[src/rtl/twin_done_irq_pkg.sv]
package twin_done_irq_pkg;

    localparam int NCH = 2;

    typedef enum logic {
        CH_SEC = 1'b0,
        CH_NS  = 1'b1
    } chan_e;

    typedef struct packed {
        logic en;
        logic pend;
        logic task_req;
    } slot_state_t;

    // A channel is reachable when it is the non-secure one or the access is secure.
    function automatic logic chan_reachable(input int unsigned ch, input logic secure);
        return (ch == int'(CH_NS)) || secure;
    endfunction

endpackage

[src/rtl/twin_access_guard.sv]
module twin_access_guard
    import twin_done_irq_pkg::*;
#(
    parameter int ADDR_W = 4,
    parameter int DW     = 32,
    parameter int EN_OFS = 0,
    parameter int ST_OFS = 4
) (
    input  logic              reg_wr,
    input  logic              reg_secure,
    input  logic [ADDR_W-1:0] reg_addr,
    input  logic [DW-1:0]     reg_wdata,
    output logic [NCH-1:0]    reach,
    output logic [NCH-1:0]    en_we,
    output logic [NCH-1:0]    en_wv,
    output logic [NCH-1:0]    clr
);
    localparam logic [ADDR_W-1:0] EN_A = ADDR_W'(EN_OFS);
    localparam logic [ADDR_W-1:0] ST_A = ADDR_W'(ST_OFS);

    logic hit_en, hit_st;
    assign hit_en = reg_wr && (reg_addr == EN_A);
    assign hit_st = reg_wr && (reg_addr == ST_A);

    for (genvar c = 0; c < NCH; c++) begin : g_ch
        assign reach[c] = chan_reachable(c, reg_secure);
        assign en_we[c] = hit_en && reach[c];
        assign en_wv[c] = reg_wdata[c];
        assign clr[c]   = hit_st && reach[c] && reg_wdata[c];
    end

    // a non-secure access never produces a strobe for the secure channel
    always_comb begin
        if (!reg_secure) begin
            a_r8_no_secure_strobe: assert (!en_we[CH_SEC] && !clr[CH_SEC]);
        end
    end

endmodule

[src/rtl/twin_task_slot.sv]
module twin_task_slot
    import twin_done_irq_pkg::*;
#(
    parameter int DW          = 32,
    parameter int TASK_IE_BIT = 31
) (
    input  logic        clk,
    input  logic        rst,
    input  logic        fetch,
    input  logic [DW-1:0] word,
    input  logic        done,
    input  logic        en_we,
    input  logic        en_wv,
    input  logic        clr,
    output slot_state_t st,
    output logic        irq
);
    slot_state_t st_q;
    logic        irq_q;
    logic        fire;

    assign fire = done && st_q.en && st_q.task_req;

    always_ff @(posedge clk) begin
        if (rst) begin
            st_q  <= '0;
            irq_q <= 1'b0;
        end else begin
            if (fetch) begin
                st_q.task_req <= word[TASK_IE_BIT];
            end
            if (en_we) begin
                st_q.en <= en_wv;
            end
            if (fire) begin
                st_q.pend <= 1'b1;
            end else if (clr) begin
                st_q.pend <= 1'b0;
            end
            irq_q <= st_q.pend;
        end
    end

    assign st  = st_q;
    assign irq = irq_q;

    // the task flag follows the accepted word
    a_r3_task_latch: assert property (@(posedge clk) disable iff (rst)
        fetch |=> (st_q.task_req == $past(word[TASK_IE_BIT])));

    // pending only rises after a completion with both enables set
    a_r4_rise_qualified: assert property (@(posedge clk) disable iff (rst)
        $rose(st_q.pend) |-> $past(done && st_q.en && st_q.task_req));

    // pending is sticky without a clear
    a_r5_sticky: assert property (@(posedge clk) disable iff (rst)
        (st_q.pend && !clr) |=> st_q.pend);

    // a completion beats a simultaneous clear
    a_r7_set_wins: assert property (@(posedge clk) disable iff (rst)
        (done && st_q.en && st_q.task_req && clr) |=> st_q.pend);

    // the line lags the pending flag by one cycle
    a_r9_line_lag: assert property (@(posedge clk) disable iff (rst)
        1'b1 |=> (irq_q == $past(st_q.pend)));

endmodule

[src/rtl/twin_done_irq.sv]
module twin_done_irq
    import twin_done_irq_pkg::*;
#(
    parameter int ADDR_W      = 4,
    parameter int DW          = 32,
    parameter int TASK_IE_BIT = 31,
    parameter int EN_OFS      = 0,
    parameter int ST_OFS      = 4
) (
    input  logic              clk,
    input  logic              rst,
    input  logic              fetch_vld,
    input  logic              fetch_chan,
    input  logic [DW-1:0]     fetch_word,
    input  logic              done_vld,
    input  logic              done_chan,
    input  logic              reg_wr,
    input  logic              reg_rd,
    input  logic              reg_secure,
    input  logic [ADDR_W-1:0] reg_addr,
    input  logic [DW-1:0]     reg_wdata,
    output logic [DW-1:0]     reg_rdata,
    output logic              irq_sec,
    output logic              irq_ns
);
    localparam logic [ADDR_W-1:0] EN_A = ADDR_W'(EN_OFS);
    localparam logic [ADDR_W-1:0] ST_A = ADDR_W'(ST_OFS);

    logic [NCH-1:0] reach, en_we, en_wv, clr, irq_v;
    logic [NCH-1:0] en_vec, pend_vec;
    slot_state_t    st [NCH];

    twin_access_guard #(
        .ADDR_W(ADDR_W), .DW(DW), .EN_OFS(EN_OFS), .ST_OFS(ST_OFS)
    ) u_guard (
        .reg_wr    (reg_wr),
        .reg_secure(reg_secure),
        .reg_addr  (reg_addr),
        .reg_wdata (reg_wdata),
        .reach     (reach),
        .en_we     (en_we),
        .en_wv     (en_wv),
        .clr       (clr)
    );

    for (genvar c = 0; c < NCH; c++) begin : g_slot
        twin_task_slot #(.DW(DW), .TASK_IE_BIT(TASK_IE_BIT)) u_slot (
            .clk  (clk),
            .rst  (rst),
            .fetch(fetch_vld && (fetch_chan == 1'(c))),
            .word (fetch_word),
            .done (done_vld && (done_chan == 1'(c))),
            .en_we(en_we[c]),
            .en_wv(en_wv[c]),
            .clr  (clr[c]),
            .st   (st[c]),
            .irq  (irq_v[c])
        );
        assign en_vec[c]   = st[c].en   && reach[c];
        assign pend_vec[c] = st[c].pend && reach[c];
    end

    always_comb begin
        reg_rdata = '0;
        if (reg_rd) begin
            if (reg_addr == EN_A) begin
                reg_rdata[NCH-1:0] = en_vec;
            end else if (reg_addr == ST_A) begin
                reg_rdata[NCH-1:0] = pend_vec;
            end
        end
    end

    assign irq_sec = irq_v[CH_SEC];
    assign irq_ns  = irq_v[CH_NS];

    // nothing is returned without a read strobe
    always_comb begin
        if (!reg_rd) begin
            a_r10_idle_read_zero: assert (reg_rdata == '0);
        end
    end

    // a completion on the secure channel leaves the non-secure line alone
    a_r1_ns_isolated: assert property (@(posedge clk) disable iff (rst)
        (!g_slot[CH_NS].u_slot.st_q.pend && !(done_vld && done_chan == CH_NS))
        |=> !g_slot[CH_NS].u_slot.st_q.pend);

endmodule

[config.mk]
export PLATFORM = sky130hd
export DESIGN_NAME = twin_done_irq
export DESIGN_NICKNAME = d
export VERILOG_FILES = /design/src/rtl/twin_done_irq_pkg.sv /design/src/rtl/twin_access_guard.sv /design/src/rtl/twin_task_slot.sv /design/src/rtl/twin_done_irq.sv
export SDC_FILE = /design/constraint.sdc
export NUM_CORES = 1
export LEC_CHECK = 0
export ABC_AREA = 1
export BUFFER_PORTS_ARGS = -buffer_cell sky130_fd_sc_hd__clkbuf_2
export CAP_MARGIN = 20
export CELL_PAD_IN_SITES_DETAIL_PLACEMENT = 2
export CELL_PAD_IN_SITES_GLOBAL_PLACEMENT = 2
export CORE_MARGIN = 8
export CORE_UTILIZATION = 10
export CTS_CLUSTER_SIZE = 40
export DETAILED_ROUTE_END_ITERATION = 12
export PLACE_DENSITY = 0.84
export SYNTH_ARGS = -nofsm -noshare
export SYNTH_HDL_FRONTEND = slang
export SYNTH_SLANG_ARGS = --single-unit
[constraint.sdc]
create_clock -name clk -period 1.65 [get_ports clk]
set_input_delay 0.4125 -clock clk [delete_from_list [all_inputs] [get_ports clk]]
set_output_delay 0.4125 -clock clk [all_outputs]
set_load 0.005 [all_outputs]
==> metrics <==
status finished clean; fmax 642 MHz; period utilization about 94%; Sw Pwr ~0.00012 W; Post-Synth Adder-Cell Area 0%; Worst path most repeated cell clkbuf_2; final critical-path required period ~1.6 ns; first-pass GRT wire length 2.69 mm; Worst Path Required between 1 and 1.5 ns; Antenna diodes 0; Clock Skew roughly 0.0054 ns; RSZ-0062 raised after global routing yes; Max-Cap Viols 0; area grow syn2layout 21.3%; Residual DRC 0; Cells after DPL 182; CTS hold repair buffers 0; number of library cell types mapped by synthesis 15; Port Buffers 19; P_leak between 0.3 and 0.4 nW; Switching Fraction about a quarter; Root Buffer clkbuf_8; Clock Pin Slew Worst Setup and Hold Paths ~0.04 ns; PwrDens between 600 and 700 mW/mm2; combinational power share a little over an eighth; Total Wirelength roughly 1.8 mm; post-layout utilization of the core 12.6%; Rows 28; CTS Buf Count 3; drt pass-1 iters 2; vias between 500 and 600; Synth Area in Compound Gates 7.71%; vias per std cell between 2 and 3; Wirelength per Cell 9.90 um; Die X 94.5 um; largest net degree at the start of global routing 8; initial antenna violation count 0; setup violators final 0; Startpoint Class input port; crit end category output pin; sequential power share about two fifths; Worst Path Buf+Inv 2; Peak VDD IR 0.000173 V; GRT Total Usage under 10%; multiplexer area fraction after synthesis 0%; Synth Area in Simple Gates a little under a quarter; worst hold path depth 3; full die area 0.00894 mm2; Mapped Area about 620 um2; CP peak stage delay about 0.18 ns; Tot Pwr around 0.0005 W; FF+latch count, synth 8; WHS Endpoint g_slot[1].u_slot.st[2]; RR Endpoint g_slot[0].u_slot.st[1]; clk_lat worst skew between 0.2 and 0.25 ns; internal power between 0.0003 and 0.0004 W; Non-Filler Instances roughly 190; worst-case clock buffer depth 2; slack of the worst reg-to-reg path between 0.9 and 1 ns; Iteration-0 DRC Markers 19; number of warnings issued by yosys 0; grt ovf 0; hold_sp reg_wdata[1]; worst reg-to-reg path cell count 4; sequential-to-total area share from yosys stat between 20 and 30%; Fill cells ~750; CP arrival between 1 and 1.5 ns; nets 190; Post-Synth XOR/XNOR Area 0%; synthesized instance count 89; Setup CP Type in2out; post-synthesis area per instance slightly below 7 um2; cell family with most CP delay simple AND/OR/NAND/NOR gates; CTS tree yes; Max FO, Critical Path 3; Final Hold Viols 0; clk sinks 8; ratio of cells with drive above 1 in the final layout roughly a quarter; post-DP HPWL roughly 1.7 mm; Hold Path Class in2reg; main combinational cell family by area after synthesis buffers and inverters; gpl congestion just over 0.7; worst reg2reg startpoint g_slot[0].u_slot.st[1]; number of global-route vias before repair slightly below 600; effective utilization at floorplan between 10% and 20%; CP cell instances clkbuf_2, nor2_4, nand3_2, o21a_1, nor2_1, clkbuf_2; die extent in y roughly 95 um; Ports 111; Clock Power Share a little under half; H-Tree Level Count 1; CORE AREA 0.00596 mm2; Slowest-stage cell, CP o21a_1; Final Max Slew Viols 0; ANT nets after route 0
## cell families (layout without fill, tap and decap cells)
logic type | Yosys count | in the layout
buffers and inverters | 41 | 34
flip-flops | 8 | 8
AO/OA/AOI/OAI | 8 | 8
AND/OR/NAND/NOR | 31 | 31
other | 1 | 30
## per-stage QoR
step	TNS (ns)	hold slack [ns]	instance area (um2)	worst slack [ns]
after global placement	0	0.443	689	0.0760
final	0	0.442	748	0.0914
after CTS	0	0.443	731	0.00716
after global routing	-0.0209	0.456	748	-0.0209
after detailed placement	0	0.457	689	0.0134
after floorplan	0	0.422	726	0.319
## power by group through the flow
stage               Sequential (W)  Combinational [W]  Clock, W
finish                    0.000199          0.0000682  0.000232
global route              0.000199          0.0000804  0.000253
CTS                       0.000199          0.0000627  0.000239
detailed placement        0.000202          0.0000623         0
global placement          0.000202          0.0000599         0
floorplan                 0.000201          0.0000842         0
## flip-flops by register name, indices dropped and copies added, names as in the netlist
name               flops
g_slot.u_slot.irq      2
g_slot.u_slot.st       6
## worst max-delay path by stage
stage,startpoint,endpoint,slack (ns),cells past startpoint
after floorplan,reg_addr[1],reg_rdata[0],0.32,4
after global placement,reg_addr[1],reg_rdata[0],0.08,6
after detailed placement,reg_addr[1],reg_rdata[0],0.01,6
after CTS,reg_addr[1],reg_rdata[0],0.007,6
after global routing,reg_addr[1],reg_rdata[0],-0.02,6
final,reg_addr[1],reg_rdata[0],0.09,6
## worst min-delay path, delay by kind of cell
family	cells	cell delay (ns)
buffers and inverters	1	0.09
and+or+nand+nor	1	0.06
AOI/OAI and AO/OA	1	0.05
## cell usage in the layout, fill, tap and decap left out, drive strengths merged
cell and instances:
nand3 4, inv 11, o211ai 1, dfxtp 8
conb 30, clkbuf 22, a21oi 4, nor2 11
buf 1, nand4 2, nand2 14, o21ai 1
o21a 2
## per-layer routing
metal	GRT usage (%)	routed length, um
met5	0	0
met4	1.56	11
met3	1.11	187
met2	7.76	1030
met1	3.35	611
## synthesized netlist by cell type (all sizes together)
cell type   n  area, um2
dfxtp       8        160
nand2      14       55.1
nor2       11       51.3
buf        30        225
nand4       2       12.5
conb        1       3.75
o21ai       1       5.00
a21oi       4       20.0
nand3       4       20.0
inv        11       41.3
o211ai      1       7.51
o21a        2       15.0
## area by class of cell
cell class | instances | area (um2) | area share, %
repair buffers | 20 | 103 | 13.7
flip-flops and latches | 8 | 160 | 21.4
well taps | 75 | 93.8 | 12.5
inverters | 11 | 41.3 | 5.52
multi-input cells | 69 | 309 | 41.3
clock buffers | 3 | 41.3 | 5.52
## timing repair
action | CTS | global route
setup endpoints to repair | 0 | 1
buffers inserted | 0 | 1
resized for setup | 0 | 2
Note: power is estimated with default switching activity, not from simulation.
